**src/rtl/pstage_fault_sup.sv**
```systemverilog
module pstage_fault_sup #(
  parameter int CLR_DLY_CYC = 50,
  parameter int POR_DLY_CYC = 6250
) (
  input  logic       clk,
  input  logic       rst_n,
  input  logic       vcc_ok,
  input  logic       vin_ok,
  input  logic       hs_gate_on,
  input  logic       ls_gate_on,
  input  logic [1:0] pwm_code,
  input  logic       oc_cmp,
  input  logic       sw_short_cmp,
  input  logic       ot_hi_cmp,
  input  logic       ot_lo_cmp,
  output logic       hs_inhibit,
  output logic       imon_force,
  output logic       tmon_force,
  output logic       fault_n
);

  localparam int CLR_W = $clog2(CLR_DLY_CYC + 1);
  localparam int POR_W = $clog2(POR_DLY_CYC + 1);
  localparam logic [CLR_W-1:0] CLR_LAST = CLR_W'(CLR_DLY_CYC - 1);
  localparam logic [POR_W-1:0] POR_DONE = POR_W'(POR_DLY_CYC);

  logic             oc_q, short_q, ot_q;
  logic [CLR_W-1:0] clr_cnt;
  logic [POR_W-1:0] por_cnt;
  logic             pwm_mid, oc_hit, short_hit, por_ready, supplies_ok;

  assign pwm_mid     = (pwm_code == 2'b10) || (pwm_code == 2'b11);
  assign supplies_ok = vcc_ok && vin_ok;
  assign oc_hit      = oc_cmp && hs_gate_on && vin_ok && vcc_ok;
  assign short_hit   = sw_short_cmp && ls_gate_on && vcc_ok;
  assign por_ready   = (por_cnt == POR_DONE);

  always_ff @(posedge clk or negedge rst_n) begin
    if (!rst_n) begin
      oc_q    <= 1'b0;
      clr_cnt <= '0;
    end else if (!vcc_ok) begin
      oc_q    <= 1'b0;
      clr_cnt <= '0;
    end else if (oc_hit) begin
      oc_q    <= 1'b1;
      clr_cnt <= '0;
    end else if (oc_q && pwm_mid) begin
      if (clr_cnt == CLR_LAST) begin
        oc_q    <= 1'b0;
        clr_cnt <= '0;
      end else begin
        clr_cnt <= clr_cnt + 1'b1;
      end
    end else begin
      clr_cnt <= '0;
    end
  end

  always_ff @(posedge clk or negedge rst_n) begin
    if (!rst_n)         short_q <= 1'b0;
    else if (!vcc_ok)   short_q <= 1'b0;
    else if (short_hit) short_q <= 1'b1;
  end

  always_ff @(posedge clk or negedge rst_n) begin
    if (!rst_n)         ot_q <= 1'b0;
    else if (ot_hi_cmp) ot_q <= 1'b1;
    else if (ot_lo_cmp) ot_q <= 1'b0;
  end

  always_ff @(posedge clk or negedge rst_n) begin
    if (!rst_n)            por_cnt <= '0;
    else if (!supplies_ok) por_cnt <= '0;
    else if (!por_ready)   por_cnt <= por_cnt + 1'b1;
  end

  assign hs_inhibit = oc_q || short_q;
  assign imon_force = oc_q || short_q;
  assign tmon_force = ot_q;
  assign fault_n    = !(oc_q || short_q || ot_q || !supplies_ok || !por_ready);

  AST_OC_INHIBIT: assert property (@(posedge clk) disable iff (!rst_n)
    oc_hit |=> (hs_inhibit && !fault_n));

  AST_OC_HOLD: assert property (@(posedge clk) disable iff (!rst_n)
    (oc_q && !pwm_mid && vcc_ok) |=> oc_q);

  AST_OC_NO_EARLY_CLEAR: assert property (@(posedge clk) disable iff (!rst_n)
    (oc_q && vcc_ok && clr_cnt != CLR_LAST) |=> oc_q);

  AST_VIN_NO_OC: assert property (@(posedge clk) disable iff (!rst_n)
    (!vin_ok && !oc_q) |=> !oc_q);

  AST_SHORT_LATCH: assert property (@(posedge clk) disable iff (!rst_n)
    (short_q && vcc_ok) |=> short_q);

  AST_OT_HOLD: assert property (@(posedge clk) disable iff (!rst_n)
    (ot_q && !ot_lo_cmp) |=> ot_q);

  AST_SUPPLY_FAULT: assert property (@(posedge clk) disable iff (!rst_n)
    !supplies_ok |-> !fault_n);

  AST_VCC_CLEARS: assert property (@(posedge clk) disable iff (!rst_n)
    !vcc_ok |=> (!oc_q && !short_q));

endmodule

```
**config.mk**
```make
export PLATFORM = sky130hd
export DESIGN_NAME = pstage_fault_sup
export DESIGN_NICKNAME = d
export VERILOG_FILES = /design/src/rtl/pstage_fault_sup.sv
export SDC_FILE = /design/constraint.sdc
export NUM_CORES = 1
export LEC_CHECK = 0
export ABC_AREA = 1
export BUFFER_PORTS_ARGS = -buffer_cell sky130_fd_sc_hd__buf_2
export CAP_MARGIN = 20
export CORE_MARGIN = 5
export CORE_UTILIZATION = 55
export DETAILED_ROUTE_END_ITERATION = 10
export GPL_ROUTABILITY_DRIVEN = 0
export HOLD_SLACK_MARGIN = 0.03
export PLACE_DENSITY = 0.84
export SKIP_CTS_REPAIR_TIMING = 1
export SLEW_MARGIN = 20
export SYNTH_ARGS = -nofsm -noshare
export SYNTH_HDL_FRONTEND = slang
export SYNTH_SLANG_ARGS = --single-unit
```
**constraint.sdc**
```tcl
create_clock -name clk -period 2.6 [get_ports clk]
set_input_delay 0.52 -clock clk [delete_from_list [all_inputs] [get_ports clk]]
set_output_delay 0.52 -clock clk [all_outputs]
set_load 0.02 [all_outputs]
```
-- Word level (Yosys, flattened, before mapping)
Index checks and enable logic that the tools add are counted.
Widths: inputs -> output; s select.
- add/sub/neg operators: 2
- $mul: 0
- divide/modulo/power cells: 0
- magnitude comparators: 0
- equal/unequal tests: 8
- shift-type cells: 0
- multiplexer cells: 14
- bitwise gates (word level): 0
- reduce and logical (&&, ||, !) cells: 17
- operators with widths (cell ; count):
    $mux 13 ; 2
    $mux 6 ; 4
    $add 13x1->13 const B ; 1
    $eq 13x13->1 const B ; 1
    $mux 1 ; 8
    $logic_and 1x1->1 ; 7
    $add 6x1->6 const B ; 1
    $eq 6x6->1 const B ; 1
    $ne 3x1->1 const B ; 2
    $logic_or 1x1->1 ; 5
    $eq 2x2->1 const B ; 2
    $logic_not 1->1 ; 3
    $ne 2x1->1 const B ; 1
    $ne 2x2->1 const B ; 1
    $reduce_and 2->1 ; 1
    $reduce_bool 2->1 ; 1
- bits in registers: 22
- latch bits: 0
- bits in writable memories: 0
- ROM bits: 0
- memories: 0

-- Longest topological paths before layout
Gate-level depths: netlist (run 1).
- word-level depth: 6
- mapped depth: 7
- mapped depth without buffers: 7

-- Worst setup path before layout (run 1)
No wires, ideal clock.
- kind: reg2out
- start: register por_cnt[0]
- end: output port fault_n
- arrival time: 1233 ps
- data required time: 2080 ps
- slack: 847 ps
- cell stages (with the launch flop): 7
- buffers on the path: 0
- cell sequence: dfrtp_1 > inv_1 > ha_1 > nand2_1 > nor2_1 > nand3_1 > nor2_1
- cells in the longest elaborated chain, start to end: 4
- RTL lines (item ; RTL line ; text):
    start: declaration ; 29 ; logic [POR_W-1:0] por_cnt;
    start signal: assignment ; 75 ; else if (!por_ready) por_cnt <= por_cnt + 1'b1;
    $eq 13x13->1 ; 36 ; assign por_ready = (por_cnt == POR_DONE);
    $logic_not 1->1 ; 81 ; assign fault_n = !(oc_q || short_q || ot_q || !supplies_ok || !por_ready);
    $logic_or 1x1->1 ; 81 ;
    $logic_not 1->1 ; 81 ;
    end: declaration ; 19 ; output logic fault_n
No other way between the ends.

-- Final worst setup path (run 1)
Ends and elaborated chain as after synthesis.

==> impl_metrics.py, run 1 <==
metrics = {
    "cts": {
        "cts_htree_levels": 1,
        "root_buffer": "clkbuf_4",
        "cts_tree": "done",
        "cts_buffers": 3,
        "cts_sinks": 22,
        "cts.path.max_buffers": 2,
        "cts.reportedPaths.clkPinSlew_ns": 0.13,
        "clk_latency_ns": 0.31,
    },
    "critical_path": {
        "rr_endpoint": "por_cnt[0]",
        "path_class": "reg -> out",
        "r2r_start": "por_cnt[0]",
        "start_kind": "flop",
        "endpoint": "fault_n",
        "max_stage_delay_ns": 0.44,
        "path_delay_family": "simple AND/OR/NAND/NOR gates",
        "cpMostUsedCell": "nor2_1",
        "reg2reg_slack_ns": 1.25,
        "cp_num_buf_inv": 2,
        "critPathCaptureType": "primary output",
        "arrival_ns": 1.67,
        "worstPathRequired_ns": 2.08,
        "path_max_fanout": 4,
        "cp-startpoint": "por_cnt[0]",
        "r2r_cells": 7,
        "worstPathCellList": "inv_1 > ha_1 > nand2_1 > nor2_1 > nand3_1 > nor2_1 > buf_2",
        "cp_num_cells": 7,
        "crit_path_top_delay_cell": "dfrtp_1",
    },
    "yosys": {
        "syn_avg_cell_area_um2": 7.471,
        "synthesis.area_mm2": 0.001285,
        "synth_area_leaders": "dfrtp_1 43%, nand2_1 9.1%, nor2_1 8.8%",
        "async_flop_share": 1.000,
        "synthAdderAreaFrac": 0.03895,
        "synth_compound_area_frac": 0.06621,
        "synthCells": 172,
        "yosysTopAreaCellShare": 0.4284,
        "yosys.area.top_type": "dfrtp_1",
        "synth.most_common_cell": "nand2_1",
        "synth_simple_gate_area_frac": 0.3486,
        "synth_edf_count": 0,
        "synthTopCellsByCount": "31 x nand2_1, 30 x nor2_1, 24 x inv_1, 22 x dfrtp_1, 18 x nand3_1",
        "syn_nets": 188,
        "synth_ff_type": "dfrtp_1",
        "yosysWarnings": 0,
        "synth_xor_area_frac": 0.02726,
        "ys_seq_elements": 22,
        "ys_types": 24,
        "synth-seq-area-share": 0.4284,
        "synth_mux_area_frac": 0,
        "synth_top_family_by_area": "simple AND/OR/NAND/NOR gates",
    },
    "floorplanning": {
        "die_y_um": 58.34,
        "num_rows": 17,
        "die-area_mm2": 0.003403,
        "initial_core_util": 0.5809,
        "coreArea_mm2": 0.002212,
        "die_w_um": 58.34,
        "num_io_pins": 16,
    },
    "timing": {
        "rsz0062_at_grt": "false",
        "hold_viol_final": 0,
        "tightest_slew_ns": 0.4948,
        "finalClockSkew_ns": 0.005841,
        "drv_slew": 0,
        "setup_viol": 0,
        "tns_ns": 0,
        "slew_headroom": 0.6701,
        "period_needed_ns": 2.187,
        "final.setup.worst_slack_ns": 0.4127,
        "finalCritPeriodShare": 0.8413,
        "max_freq_ghz": 0.4572,
    },
    "route": {
        "via_per_inst": 5.166,
        "drc": 0,
        "wl_mm": 2.572,
        "wl_per_cell_um": 11.85,
        "postRouteAntennaNets": 0,
        "initialDrtViolationCount": 34,
        "via_count": 1121,
        "drt_first_pass_iters": 5,
    },
    "place": {
        "dp.final_hpwl_mm": 1.964,
        "dp_cells": 213,
        "dp_slack_ns": 0.7576,
        "portBuffers": 14,
    },
    "layout": {
        "nets": 206,
        "ff_latch_area_um2": 550.5,
        "multiInputGateArea_um2": 618.1,
        "syn_to_final_growth_pct": 11.39,
        "finalNonFillerCells": 217,
        "diodes": 0,
        "fillerInstances": 193,
        "drive_gt1_frac": 0.1746,
        "final_util": 0.6471,
    },
    "grt": {
        "antenna_found_initial": 0,
        "grt_pass1_wl_mm": 4.616,
        "overflow": 0,
        "grt_pass1_vias": 1128,
        "track_usage": 0.1720,
        "grt_max_degree": 23,
    },
    "power_and_ir_drop": {
        "vdd_ir_drop_max_v": 0.0003353,
        "p_leak_nw": 0.6908,
        "power_density_mw_per_mm2": 460.1,
    },
    "worst_hold_path": {
        "holdCritPathClass": "in -> async",
    },
    "flow_run": {
        "cap_violations": 0,
    },
    "outcome": {
        "status": "complete, no violations",
    },
}
layer usage:
| metal | GRT usage | vias to the layer above | share of wire |
|---|---|---|---|
| met5 | 0 | - | 0 |
| met4 | 0.05629 | 0 | 0.012 |
| met3 | 0.04825 | 4 | 0.031 |
| met2 | 0.3094 | 19 | 0.54 |
| met1 | 0.1942 | 521 | 0.41 |
| li1 | - | 577 | - |
state kept, by name (all words and copies together) (netlist names):
register,cells
oc_q,1
tmon_force,1
short_q,1
clr_cnt,6
por_cnt,13
cell families (layout without fill, tap and decap cells):
logic type / count (synthesis) / count (layout)
and+or+nand+nor: 98 / 98
adders and majority gates: 4 / 4
AOI/OAI and AO/OA: 16 / 16
buffers and inverters: 28 / 45
DFF: 22 / 22
xor gates and xnor gates: 4 / 4
stage by stage:
stage / hold WS, ns / instance area, µm² / power, mW
floorplan: 0.2244 / 1285 / 0.3821
global placement: 0.5039 / 1379 / 0.4001
detailed placement: 0.5110 / 1379 / 0.4025
CTS: 0.1614 / 1431 / 0.6640
global route: 0.1758 / 1431 / 0.6832
finish: 0.1479 / 1431 / 0.6585
area by class of cell:
class	instances	area share
clock buffers	3	0.01573
inverters	26	0.06818
multi-input cells	122	0.4318
repair buffers	15	0.05420
clock inverters	1	0.02098
flip-flops and latches	22	0.3846
well taps	28	0.02448
report_power, final:
group | switching [mW] | leakage, nW | internal [mW] | total (mW)
clock | 0.108 | 0.0279 | 0.156 | 0.263
combinational | 0.0291 | 0.361 | 0.0158 | 0.0449
sequential | 0.00360 | 0.302 | 0.347 | 0.350
worst reg2reg max path: stages (launching register included):
cell and delay [ns]:
dfrtp_1 0.44, inv_1 0.10, ha_1 0.19, nand2_1 0.06, nor2_1 0.20, nand3_1 0.13, nand3_1 0.09, nand2_1 0.05
cell usage in the layout (no fill, tap or decap):
master	instances
buf_4	1
inv_2	2
o21ai_1	1
and2_1	1
nor2_2	6
ha_1	4
a31oi_1	1
nor3_1	2
nand3_1	18
xor2_1	3
inv_1	24
xnor2_1	1
clkbuf_4	3
nor2_4	1
a21oi_1	9
nor2_1	30
nand3_2	2
bufinv_16	1
nand2_2	3
o21bai_1	1
o21ai_0	3
nand4_1	4
dfrtp_1	22
nand2_1	31
o22ai_1	1
buf_2	14
worst min path at each step:
stage / start / end / slack, ns / depth (start not counted)
after floorplan: rst_n / clr_cnt[0] / 0.22 / 0
after global placement: rst_n / por_cnt[11] / 0.50 / 1
after detailed placement: rst_n / por_cnt[11] / 0.51 / 1
after CTS: rst_n / por_cnt[9] / 0.16 / 1
after global routing: rst_n / por_cnt[9] / 0.18 / 1
final: rst_n / por_cnt[3] / 0.15 / 1
No activity file was read; power rests on OpenSTA's default activity.
==> run 2: changes to the inputs <==
- CORE_UTILIZATION: 55 -> 51
- PLACE_DENSITY: 0.84 -> 0.82
- clock period: 2.6 -> 1.85 ns (I/O delays scaled with it)
==> impl_metrics.py, run 2 (synthesized netlist as in run 1, its figures left out) <==
metrics = {
    "layout": {
        "design_area_mm2": 0.001608,
        "fillerInstances": 214,
        "nets": 227,
        "final_util": 0.6610,
        "multiInputGateArea_um2": 638.1,
        "drive_gt1_frac": 0.3048,
        "top_regs": "por_cnt (13), clr_cnt (6)",
        "diodes": 0,
        "ff_latch_area_um2": 558.0,
        "regMostFlops": "por_cnt",
        "largest_register_ffs": 13,
        "final_cell_mix": "30 x nand2_1, 28 x nor2_1, 23 x inv_1",
        "layout_commonest_cell": "nand2_1",
        "syn_to_final_growth_pct": 25.12,
    },
    "route": {
        "drt_first_pass_iters": 4,
        "initialDrtViolationCount": 101,
        "via_per_inst": 5.117,
        "drc": 0,
        "wl_mm": 2.877,
        "wl_per_cell_um": 11.99,
        "postRouteAntennaNets": 0,
        "via_count": 1228,
    },
    "floorplanning": {
        "initial_core_util": 0.5283,
        "die-area_mm2": 0.003623,
        "num_io_pins": 16,
        "die_y_um": 60.20,
        "die_w_um": 60.20,
        "num_rows": 18,
        "coreArea_mm2": 0.002432,
    },
    "critical_path": {
        "worstPathCellList": "inv_2 > ha_4 > nand2_2 > nor2_2 > nand3_1 > nor2_1 > buf_4",
        "path_max_fanout": 3,
        "cp_num_buf_inv": 2,
        "path_delay_family": "flip-flops",
        "path_class": "reg -> out",
        "arrival_ns": 1.46,
        "max_stage_delay_ns": 0.43,
        "worstPathRequired_ns": 1.48,
        "start_kind": "flop",
        "crit_path_top_delay_cell": "dfrtp_1",
        "critPathCaptureType": "primary output",
    },
    "place": {
        "dpl_cell_area_mm2": 0.001389,
        "portBuffers": 14,
        "dp.final_hpwl_mm": 2.048,
    },
    "grt": {
        "grt_max_degree": 23,
        "antenna_found_initial": 0,
        "grt_pass1_wl_mm": 4.650,
        "grt_pass1_vias": 1138,
        "overflow": 0,
        "track_usage": 0.1685,
    },
    "cts": {
        "cts_tree": "done",
        "cts_htree_levels": 1,
        "clk_latency_ns": 0.30,
        "cts.reportedPaths.clkPinSlew_ns": 0.12,
        "cts.path.max_buffers": 2,
        "root_buffer": "clkbuf_4",
        "cts_buffers": 3,
        "cts_sinks": 22,
    },
    "power_and_ir_drop": {
        "power_density_mw_per_mm2": 513.0,
        "p_leak_nw": 0.7847,
        "p_total_mw": 0.8248,
        "vdd_ir_drop_max_v": 0.0003897,
    },
    "timing": {
        "hold_viol_final": 0,
        "drv_slew": 0,
        "setup_viol": 0,
        "rsz0062_at_grt": "true",
        "finalCritPeriodShare": 0.9888,
        "finalClockSkew_ns": 0.007672,
        "max_freq_ghz": 0.5467,
        "period_needed_ns": 1.829,
        "slew_headroom": 0.6739,
        "tightest_slew_ns": 0.4892,
    },
    "flow_run": {
        "cap_violations": 0,
    },
    "worst_hold_path": {
        "holdCritPathClass": "in -> reg",
    },
    "outcome": {
        "status": "complete, no violations",
    },
}
## run 2: final cells by class
cell class	count	area share
timing repair buffer	36	0.1494
clock buffer	4	0.02257
tap	30	0.02335
inverter	26	0.06070
multi-input combinational	122	0.3969
sequential	22	0.3471
## run 2: final timing paths
check	startpoint	end	slack [ns]	cells after the start
setup / recovery	por_cnt[0]	fault_n	0.02	7
hold / removal	ot_lo_cmp	tmon_force	0.23	2
setup reg to reg	por_cnt[0]	por_cnt[12]	0.34	9
hold reg to reg	por_cnt[5]	por_cnt[5]	0.52	1
max in group asynchronous	rst_n	por_cnt[5]	0.93	2
min in group asynchronous	rst_n	clr_cnt[5]	0.56	2
## run 2: per-stage QoR
stage	hold slack (ns)	std cells	TNS, ns	setup WS (ns)
floorplan	0.07441	172	0	0.2475
global placement	0.3567	216	0	0.2917
detailed placement	0.3608	216	0	0.2467
CTS	0.01361	220	-0.1088	-0.1088
global route	0.2277	240	-0.05515	-0.05515
finish	0.2293	240	0	0.02072
## run 2: power by group
part	switching, mW	internal, mW	total (mW)
Combinational	0.0448	0.0310	0.0758
Clock	0.137	0.120	0.257
Sequential	0.00531	0.487	0.492
## run 2: worst reg2reg max path, cell delays in order (launching register included)
cell and delay [ns]:
dfrtp_1 0.42, buf_4 0.13, buf_4 0.09, ha_1 0.22, nand2_1 0.12, nor2_4 0.17, nand3_1 0.10, nand2_1 0.06
nand2_1 0.07, nor2_2 0.08
## run 2: metal layers
metal  vias to the layer above  wire length [µm]  global-route usage
li1                        620                 -                   -
met1                       586              1179              0.1952
met2                        20              1608              0.3009
met3                         2                75             0.02160
met4                         0                13             0.08228
met5                         -                 0                   0
